===== config.mk =====
export PLATFORM = sky130hd
export DESIGN_NAME = sbram_addr_ctrl
export DESIGN_NICKNAME = d
export VERILOG_FILES = /design/src/rtl/sbram_pkg.sv /design/src/rtl/sbram_cycle_decode.sv /design/src/rtl/sbram_burst_seq.sv /design/src/rtl/sbram_read_pipe.sv /design/src/rtl/sbram_addr_ctrl.sv
export SDC_FILE = /design/constraint.sdc
export NUM_CORES = 1
export LEC_CHECK = 0
export BUFFER_PORTS_ARGS = -buffer_cell sky130_fd_sc_hd__buf_2
export CAP_MARGIN = 15
export CORE_AREA = 2 2 91 93
export CTS_CLUSTER_DIAMETER = 100
export DETAILED_ROUTE_END_ITERATION = 7
export DIE_AREA = 0 0 93 95
export PLACE_DENSITY_LB_ADDON = 0.3
export SLEW_MARGIN = 20
export SYNTH_ARGS = -nofsm -noshare
export SYNTH_HDL_FRONTEND = slang
export SYNTH_SLANG_ARGS = --single-unit

===== constraint.sdc =====
create_clock -name clk -period 2.05 [get_ports clk]
set_input_delay 0.1025 -clock clk [delete_from_list [all_inputs] [get_ports clk]]
set_output_delay 0.1025 -clock clk [all_outputs]
set_load 0.01 [all_outputs]

===== src/rtl/sbram_pkg.sv =====
package sbram_pkg;
  typedef enum logic [1:0] {
    OP_NONE  = 2'd0,
    OP_READ  = 2'd1,
    OP_WRITE = 2'd2,
    OP_DESEL = 2'd3
  } op_e;
endpackage


===== src/rtl/sbram_cycle_decode.sv =====
module sbram_cycle_decode #(
  parameter int NBYTES = 2
) (
  input  logic              sleep,
  input  logic              ce_n,
  input  logic              proc_start_n,
  input  logic              ctrl_start_n,
  input  logic              step_n,
  input  logic              burst_active,
  input  logic              wr_all_n,
  input  logic [NBYTES-1:0] byte_we_n,
  output logic              load,
  output logic              step,
  output sbram_pkg::op_e    op,
  output logic [NBYTES-1:0] bwe
);
  import sbram_pkg::*;

  logic [NBYTES-1:0] req;
  logic              any_wr;

  // each byte is enabled by its own strobe or by the global one
  for (genvar b = 0; b < NBYTES; b++) begin : g_req
    assign req[b] = ~wr_all_n | ~byte_we_n[b];
  end
  assign any_wr = |req;

  always_comb begin
    load = 1'b0;
    step = 1'b0;
    op   = OP_NONE;
    if (sleep) begin
      op = OP_NONE;
    end else if (!proc_start_n && !ce_n) begin
      load = 1'b1;
      op   = OP_READ;
    end else if (!ctrl_start_n) begin
      load = 1'b1;
      if (ce_n)        op = OP_DESEL;
      else if (any_wr) op = OP_WRITE;
      else             op = OP_READ;
    end else if (burst_active && !step_n) begin
      step = 1'b1;
      op   = any_wr ? OP_WRITE : OP_READ;
    end
    bwe = (op == OP_WRITE) ? req : '0;
  end
endmodule


===== src/rtl/sbram_burst_seq.sv =====
module sbram_burst_seq #(
  parameter int ADDR_W  = 19,
  parameter int BURST_W = 2
) (
  input  logic              clk,
  input  logic              rst_n,
  input  logic              flush,
  input  logic              load,
  input  logic              start_ok,
  input  logic              step,
  input  logic              order_sel,
  input  logic [ADDR_W-1:0] ext_addr,
  output logic              active,
  output logic [ADDR_W-1:0] addr
);
  logic [BURST_W-1:0] base_lo;
  logic [BURST_W-1:0] cnt;
  logic [BURST_W-1:0] cnt_nx;
  logic [BURST_W-1:0] lo_nx;

  assign cnt_nx = cnt + {{(BURST_W-1){1'b0}}, 1'b1};
  assign lo_nx  = order_sel ? (base_lo ^ cnt_nx) : (base_lo + cnt_nx);

  always_ff @(posedge clk or negedge rst_n) begin
    if (!rst_n) begin
      addr    <= '0;
      base_lo <= '0;
      cnt     <= '0;
      active  <= 1'b0;
    end else if (flush) begin
      active <= 1'b0;
    end else if (load) begin
      addr    <= ext_addr;
      base_lo <= ext_addr[BURST_W-1:0];
      cnt     <= '0;
      active  <= start_ok;
    end else if (step) begin
      cnt                <= cnt_nx;
      addr[BURST_W-1:0]  <= lo_nx;
    end
  end
endmodule


===== src/rtl/sbram_read_pipe.sv =====
module sbram_read_pipe #(
  parameter int DATA_W = 18
) (
  input  logic              clk,
  input  logic              rst_n,
  input  logic              flush,
  input  logic              rd,
  input  logic [DATA_W-1:0] rdata_arr,
  input  logic              out_en_n,
  output logic [DATA_W-1:0] dq_out,
  output logic              dq_drive
);
  logic              v1, v2;
  logic [DATA_W-1:0] d1, d2;

  always_ff @(posedge clk or negedge rst_n) begin
    if (!rst_n) begin
      v1 <= 1'b0;
      v2 <= 1'b0;
      d1 <= '0;
      d2 <= '0;
    end else begin
      d1 <= rdata_arr;
      d2 <= d1;
      v1 <= rd & ~flush;
      v2 <= v1 & ~flush;
    end
  end

  assign dq_drive = v2 & ~out_en_n;
  assign dq_out   = dq_drive ? d2 : '0;
endmodule


===== src/rtl/sbram_addr_ctrl.sv =====
module sbram_addr_ctrl #(
  parameter int ADDR_W  = 19,
  parameter int BYTE_W  = 9,
  parameter int NBYTES  = 2,
  parameter int BURST_W = 2
) (
  input  logic                     clk,
  input  logic                     rst_n,
  input  logic                     sleep,
  input  logic                     ce_n,
  input  logic                     proc_start_n,
  input  logic                     ctrl_start_n,
  input  logic                     step_n,
  input  logic                     order_sel,
  input  logic                     wr_all_n,
  input  logic [NBYTES-1:0]        byte_we_n,
  input  logic [ADDR_W-1:0]        ext_addr,
  input  logic [BYTE_W*NBYTES-1:0] wdata,
  input  logic                     out_en_n,
  input  logic [BYTE_W*NBYTES-1:0] rdata_arr,
  output logic [ADDR_W-1:0]        mem_addr,
  output logic                     mem_rd,
  output logic                     mem_wr,
  output logic [NBYTES-1:0]        mem_bwe,
  output logic [BYTE_W*NBYTES-1:0] mem_wdata,
  output logic                     deselected,
  output logic [BYTE_W*NBYTES-1:0] dq_out,
  output logic                     dq_drive
);
  import sbram_pkg::*;

  localparam int DATA_W = BYTE_W * NBYTES;

  logic              load, step, active;
  op_e               op;
  logic [NBYTES-1:0] bwe;

  sbram_cycle_decode #(.NBYTES(NBYTES)) u_dec (
    .sleep        (sleep),
    .ce_n         (ce_n),
    .proc_start_n (proc_start_n),
    .ctrl_start_n (ctrl_start_n),
    .step_n       (step_n),
    .burst_active (active),
    .wr_all_n     (wr_all_n),
    .byte_we_n    (byte_we_n),
    .load         (load),
    .step         (step),
    .op           (op),
    .bwe          (bwe)
  );

  sbram_burst_seq #(.ADDR_W(ADDR_W), .BURST_W(BURST_W)) u_seq (
    .clk       (clk),
    .rst_n     (rst_n),
    .flush     (sleep),
    .load      (load),
    .start_ok  (op != OP_DESEL),
    .step      (step),
    .order_sel (order_sel),
    .ext_addr  (ext_addr),
    .active    (active),
    .addr      (mem_addr)
  );

  sbram_read_pipe #(.DATA_W(DATA_W)) u_rp (
    .clk       (clk),
    .rst_n     (rst_n),
    .flush     (sleep),
    .rd        (mem_rd),
    .rdata_arr (rdata_arr),
    .out_en_n  (out_en_n),
    .dq_out    (dq_out),
    .dq_drive  (dq_drive)
  );

  always_ff @(posedge clk or negedge rst_n) begin
    if (!rst_n) begin
      mem_rd     <= 1'b0;
      mem_wr     <= 1'b0;
      mem_bwe    <= '0;
      mem_wdata  <= '0;
      deselected <= 1'b1;
    end else if (sleep) begin
      mem_rd     <= 1'b0;
      mem_wr     <= 1'b0;
      mem_bwe    <= '0;
      deselected <= 1'b1;
    end else begin
      mem_rd  <= (op == OP_READ);
      mem_wr  <= (op == OP_WRITE);
      mem_bwe <= bwe;
      if (op == OP_WRITE) mem_wdata <= wdata;
      if (load) deselected <= (op == OP_DESEL);
    end
  end
endmodule


== After elaboration in Yosys (flattened, before gate mapping) ==
Index checks and enable logic that the tools add are counted.
Word-level totals
  register bits: 85
  output and inout port bits: 61
Cells by class
  $add $sub $neg: 2
  equality and inequality tests: 4
  muxes and demuxes: 27
  bitwise gates (word level): 11
  reductions and logical operators: 11
Operator list (count)
  two-way mux 2 bit: 13
  two-way mux 18 bit: 1
  two-way mux 1 bit: 13
  AND reduction 2 bit: 3
  inverter 1 bit: 5
  == test 2 bit (second input constant): 2
  nonzero test 2 bit: 2
  bitwise AND 1 bit: 3
  logical NOT 1 bit: 3
  adder 2 x 1 -> 2 bit (second input constant): 1
  adder 2 bit: 1
  == test 2 x 1 -> 1 bit (second input constant): 1
  logical AND 1 bit: 2
  != test 2 bit (second input constant): 1
  bitwise OR 1 bit: 2
  OR reduction 2 bit: 1
  bitwise XOR 2 bit: 1

== Logic depth before layout (Yosys ltp) ==
  depth in word-level cells: 11
  depth in mapped cells: 6
  mapped depth without buffers: 6

== Hierarchy ==
A second synthesis with hierarchy kept.
Unflattened totals
  cell total of the unflattened synthesis: 200
  area, all modules: 3181.8 um^2
Modules (own cells, without submodules)
  sbram_read_pipe: instances 1, cells an instance 61, area an instance 1146.1 um^2, seq. area each 950.9 um^2
  sbram_burst_seq: instances 1, cells an instance 70, area an instance 1029.7 um^2, seq. area each 600.6 um^2
  sbram_addr_ctrl: instances 1, cells an instance 50, area an instance 899.6 um^2, seq. area each 576.8 um^2
  sbram_cycle_decode: instances 1, cells an instance 19, area an instance 106.4 um^2, seq. area each 0.0 um^2

== Worst setup path before layout ==
No wires, ideal clock.
  path kind: register -> register
  from: register u_seq.active
  to: register mem_wdata[10]
  library setup time: 125 ps
  arrival time: 1307 ps
  required time: 1925 ps
  setup slack: 618 ps
  stages on the path, launching flop included: 6
  path buffers: 1
  cell sequence: dfrtp_1 -> nand2b_1 -> a221oi_4 -> nand2b_4 -> buf_6 -> mux2_4
On the way
  longest elaborated chain between the ends: 7
Ends and longest elaborated chain
  start: declaration: RTL line sbram_burst_seq.sv:13  | output logic active,
  start signal: assignment: RTL line sbram_burst_seq.sv:36  | active <= start_ok;
  logical AND 1 bit: RTL line sbram_cycle_decode.sv:42  | end else if (burst_active && !step_n) begin
  two-way mux 2 bit: RTL line sbram_cycle_decode.sv:42
  two-way mux 2 bit: RTL line sbram_cycle_decode.sv:37  | end else if (!ctrl_start_n) begin
  two-way mux 2 bit: RTL line sbram_cycle_decode.sv:34  | end else if (!proc_start_n && !ce_n) begin
  two-way mux 2 bit: RTL line sbram_cycle_decode.sv:32  | if (sleep) begin
  == test 2 bit: RTL line sbram_addr_ctrl.sv:93  | if (op == OP_WRITE) mem_wdata <= wdata;
  AND reduction 2 bit (no source line)
  end signal: assignment: RTL line sbram_addr_ctrl.sv:93
  end: declaration: RTL line sbram_addr_ctrl.sv:25  | output logic [BYTE_W*NBYTES-1:0] mem_wdata,
Every way passes these cells.
A chain may end at the register's enable or synchronous reset.

== Final worst setup path ==
  from: input port byte_we_n[1]
  to: register mem_bwe[0]
On the way
  longest elaborated chain between the ends: 11
  elaborated cells on any way between the ends: 12
  classes of those cells: eq/ne: 1; mux: 8; bitwise: 2; reduce/logical: 1
Ends and longest elaborated chain
  start: declaration: RTL line sbram_addr_ctrl.sv:16  | input logic [NBYTES-1:0] byte_we_n,
  inverter 1 bit *: RTL line sbram_cycle_decode.sv:24  | assign req[b] = ~wr_all_n | ~byte_we_n[b];
  bitwise OR 1 bit *: RTL line sbram_cycle_decode.sv:24
  OR reduction 2 bit *: RTL line sbram_cycle_decode.sv:26  | assign any_wr = |req;
  two-way mux 2 bit *: RTL line sbram_cycle_decode.sv:40, sbram_cycle_decode.sv:44
  two-way mux 2 bit (on tied branches): RTL line sbram_cycle_decode.sv:39, sbram_cycle_decode.sv:42
  two-way mux 2 bit *: RTL line sbram_cycle_decode.sv:37
  two-way mux 2 bit *: RTL line sbram_cycle_decode.sv:34
  two-way mux 2 bit *: RTL line sbram_cycle_decode.sv:32
  == test 2 bit *: RTL line sbram_cycle_decode.sv:46  | bwe = (op == OP_WRITE) ? req : '0;
  two-way mux 2 bit *: RTL line sbram_cycle_decode.sv:46
  two-way mux 2 bit *: RTL line sbram_addr_ctrl.sv:84  | end else if (sleep) begin
  end signal: assignment: RTL line sbram_addr_ctrl.sv:92  | mem_bwe <= bwe;
  end: declaration: RTL line sbram_addr_ctrl.sv:24  | output logic [NBYTES-1:0] mem_bwe,
Every way passes the cells marked *; elsewhere a longest branch is shown, timed or not.

==> flow_summary.toml <==
[synth]
postSynth.asyncResetShare = 1.000
synth.most_common_cell = "sky130_fd_sc_hd__dfrtp_1"
synth_compound_area_frac = 0.04100
synth_area_per_cell_um2 = 16.32
synth.net_count = 255
yosys.area_share.adder = 0.004100
sequential_fraction_of_the_synthesis_area = 0.6974
synth_edf_count = 0
post-synth-top-area-fraction = 0.6888
post_synth_xor_area_fraction = 0.008610
synth_simple_gate_area_share = 0.07339
synth.yosys.warnings = 0
dominant_combinational_cell_family_by_area_after_synthesis = "multiplexers"
ys_seq_elements = 85
synth_flop_cell = "sky130_fd_sc_hd__dfrtp_1"
synth.area.top_cells = "sky130_fd_sc_hd__dfrtp_1, sky130_fd_sc_hd__mux2_4, sky130_fd_sc_hd__mux2_2"
area_of_the_mapped_netlist_um2 = 3052
post-synth-top-area-cell = "sky130_fd_sc_hd__dfrtp_1"
ys_types = 28
multiplexer_share_of_the_synthesized_area = 0.1603
synth_common_cells = "sky130_fd_sc_hd__dfrtp_1, sky130_fd_sc_hd__mux2_2, sky130_fd_sc_hd__and2_1"
synthesis.instances = 187

[die]
dieWidth_um = 93
fp.coreArea_um2 = 7928
die_height_um = 95
floorplan.initialDensity = 0.3849
placementRows = 33
io_pins = 128
dieArea_um2 = 8835

[global_routing]
first_global_vias = 2208
grt_first_pass_wirelength_mm = 10.30
groute.usage.overall = 0.1537
grtUsageMet1 = 0.1815
grt_remaining_overflow = 0
grt_use_met2 = 0.2530
gr-usage-met3 = 0.05427
gr-max-usage-layer = "met2"
grt_max_degree = 53
antenna_found_initial = 0

[worst_setup_path]
rr_startpoint = "u_seq.active"
worstSetupPathType = "in -> reg"
reg2reg_depth = 5
critical_path_arrival_ns = 2.20
worst_path_fanout_max = 7
critical_path_capture_point_type = "flop"
critPathRequiredTime_ns = 2.34
worst_path_largest_cell_delay_ns = 0.56
worst_path_most_repeated_cell = "sky130_fd_sc_hd__dlygate4sd3_1"
critPathTopFamily = "buffers and inverters"
slowest_stage = "sky130_fd_sc_hd__dlygate4sd3_1"
critical_path.n_buffers_inverters = 3
startpoint_kind_of_the_worst_setup_timing_path = "input port"
reg2reg_slack_ns = 0.24
end_of_the_worst_register_to_register_path = "mem_bwe[0]"
crit_path_cell_trace = "dlygate4sd3_1, buf_2, and3_1, a221oi_4, nand2b_4, a21oi_1, dlygate4sd3_1"

[clock_network]
htreeDepth = 3
cts-buffers-inserted = 9
path_clk_slew_ns = 0.08
cells_resized_by_post_cts_repair = 0
clk_root_buffer_cell = "sky130_fd_sc_hd__clkbuf_8"
cts_tree = "built"
insertion_delay_ns = 0.35
clockBufferDepth = 2
cts.sinks = 85

[drt]
viasPerCell = 4.305
detail_route.drc_violations = 0
via_count = 2148
detail_route.first_pass.iterations = 4
first_iteration_detailed_routing_drc_count = 37
route.antenna.remaining_nets = 0
totalWireLength_mm = 6.569
routedWlPerCell_um = 13.16

[sta]
final_max_slew_viol_count = 0
max_clock_freq_mhz = 522.3
timing.final.setup_violations = 0
timing.max_slew.rel_slack = 0.5748
grt_setup_unrepaired = "false"
fin_skew_ns = 0.01113
number_of_hold_violations_in_the_final_report = 0
tightestPinTransition_ns = 0.6378
timing.final.crit_period_ns = 1.915
finalWorstSetupSlack_ns = 0.1353
final_min_period_over_clock_period = 0.9340
tns_ns = 0

[pwr]
power_uw = 4230
power_density_nw_per_um2 = 897.0
switching_share = 0.2415
static-leakage-power_uw = 0.002396
total_switching_power_uw = 1021
combPwrFrac = 0.188
worst_ir_drop_vdd_mv = 0.6534
power_report.internal_total_uw = 3208
power_frac_seq = 0.473
power_share_of_the_clock_group = 0.338

[place]
portBuffers = 127
dpl.hpwl_mm = 3.950
routabilityCongestion = 0.6894
pre_cts_slack_ns = 0.4355
placed_area_um2 = 3820

[worst_hold_path]
hold_path_depth = 2
hold_path_end = "u_rp.v1"
min_path_type = "in -> reg"
min_from = "sleep"

[layout]
diode_count = 0
nets_finish = 457
layout-drive-gt1-share = 0.4898
post-route-cell-area_um2 = 4716
area_growth_syn_to_layout_pct = 54.53

[status]
outcome = "finished clean"

[run]
max-cap-violations = 0
[layer usage]
layer,vias up,part of all wire
li1,1038,-
met1,1011,0.42
met2,87,0.49
met3,12,0.067
met4,0,0.018
met5,-,0
[final cells by class]
type                       instances  area (um^2)
multi-input combinational         96        888.4
clock buffer                      11        141.4
timing repair buffer             195         1311
tap                              105        131.4
inverter                           2        7.507
sequential                        85         2128
clock inverter                     5        107.6
fill                             649         3212
[through the flow]
stage               hold WS [ns]    util  cells
finish                   0.02376  0.5949    499
global route             0.02486  0.5949    499
CTS                      0.01102  0.5890    493
detailed placement        0.1738  0.4819    417
global placement          0.1744  0.4819    417
floorplan                -0.1931       -    187
[worst max path at each step]
stage | from | endpoint | slack (ns) | depth (start not counted)
global placement | u_seq.active | mem_wdata[13] | 0.49 | 4
finish | byte_we_n[1] | mem_bwe[0] | 0.14 | 7
detailed placement | u_seq.active | mem_wdata[3] | 0.44 | 4
CTS | byte_we_n[1] | mem_bwe[1] | 0.06 | 7
floorplan | u_seq.active | mem_wdata[10] | 0.62 | 5
global route | byte_we_n[1] | mem_bwe[0] | 0.08 | 7
[cell families after synthesis]
| group | after synthesis |
|---|---|
| xor+xnor | 3 |
| fa+ha+maj | 1 |
| mux | 38 |
| buf+inv | 7 |
| flops | 85 |
| compound gates | 16 |
| simple gates | 37 |
[power groups by stage]
stage / Sequential, uW / Combinational, uW / Clock [uW]
4_1_cts: 2000 / 789 / 1480
3_5_place_dp: 2030 / 703 / 0
6_report: 2000 / 797 / 1430
5_1_grt: 2030 / 870 / 1550
2_1_floorplan: 2100 / 308 / 0
3_3_place_gp: 2030 / 685 / 0
[cell usage in the layout, fill, tap and decap left out, types with 2 or more instances in the layout]
master,count
sky130_fd_sc_hd__a21o_1,2
sky130_fd_sc_hd__a21oi_1,4
sky130_fd_sc_hd__and2_1,18
sky130_fd_sc_hd__buf_2,126
sky130_fd_sc_hd__buf_4,8
sky130_fd_sc_hd__bufinv_16,3
sky130_fd_sc_hd__clkbuf_8,10
sky130_fd_sc_hd__clkinv_4,2
sky130_fd_sc_hd__dfrtp_1,84
sky130_fd_sc_hd__dlygate4sd3_1,60
sky130_fd_sc_hd__inv_1,2
sky130_fd_sc_hd__mux2_2,19
sky130_fd_sc_hd__mux2_4,17
sky130_fd_sc_hd__mux2i_1,2
sky130_fd_sc_hd__nand2_1,6
sky130_fd_sc_hd__nand2b_4,2
sky130_fd_sc_hd__nor2_1,2
sky130_fd_sc_hd__nor2b_1,5
sky130_fd_sc_hd__o21ai_0,3
sky130_fd_sc_hd__o21bai_1,3
sky130_fd_sc_hd__xnor2_1,3
[worst reg2reg max path: stages, from the launching register on]
cell	delay [ns]
sky130_fd_sc_hd__dfrtp_1	0.35
sky130_fd_sc_hd__nand2b_1	0.13
sky130_fd_sc_hd__a221oi_4	0.43
sky130_fd_sc_hd__nand2b_4	0.14
sky130_fd_sc_hd__a21oi_1	0.13
sky130_fd_sc_hd__dlygate4sd3_1	0.56
[state kept, by name (all words and copies together) (netlist names)]
name,cells
u_seq.base_lo,2
u_rp.v1,1
u_seq.active,1
mem_rd,1
mem_bwe,2
mem_wdata,18
mem_wr,1
u_rp.d2,18
u_rp.v2,1
u_seq.cnt,2
u_seq.addr,19
u_rp.d1,18
deselected,1
[what timing repair did]
| action | CTS | global route |
|---|---|---|
| endpoints found under the setup margin | 0 | 2 |
| hold endpoints to repair | 108 | 0 |
| hold buffers | 60 | 0 |
| buffers inserted | 0 | 5 |
(Power assumes the default switching activity.)
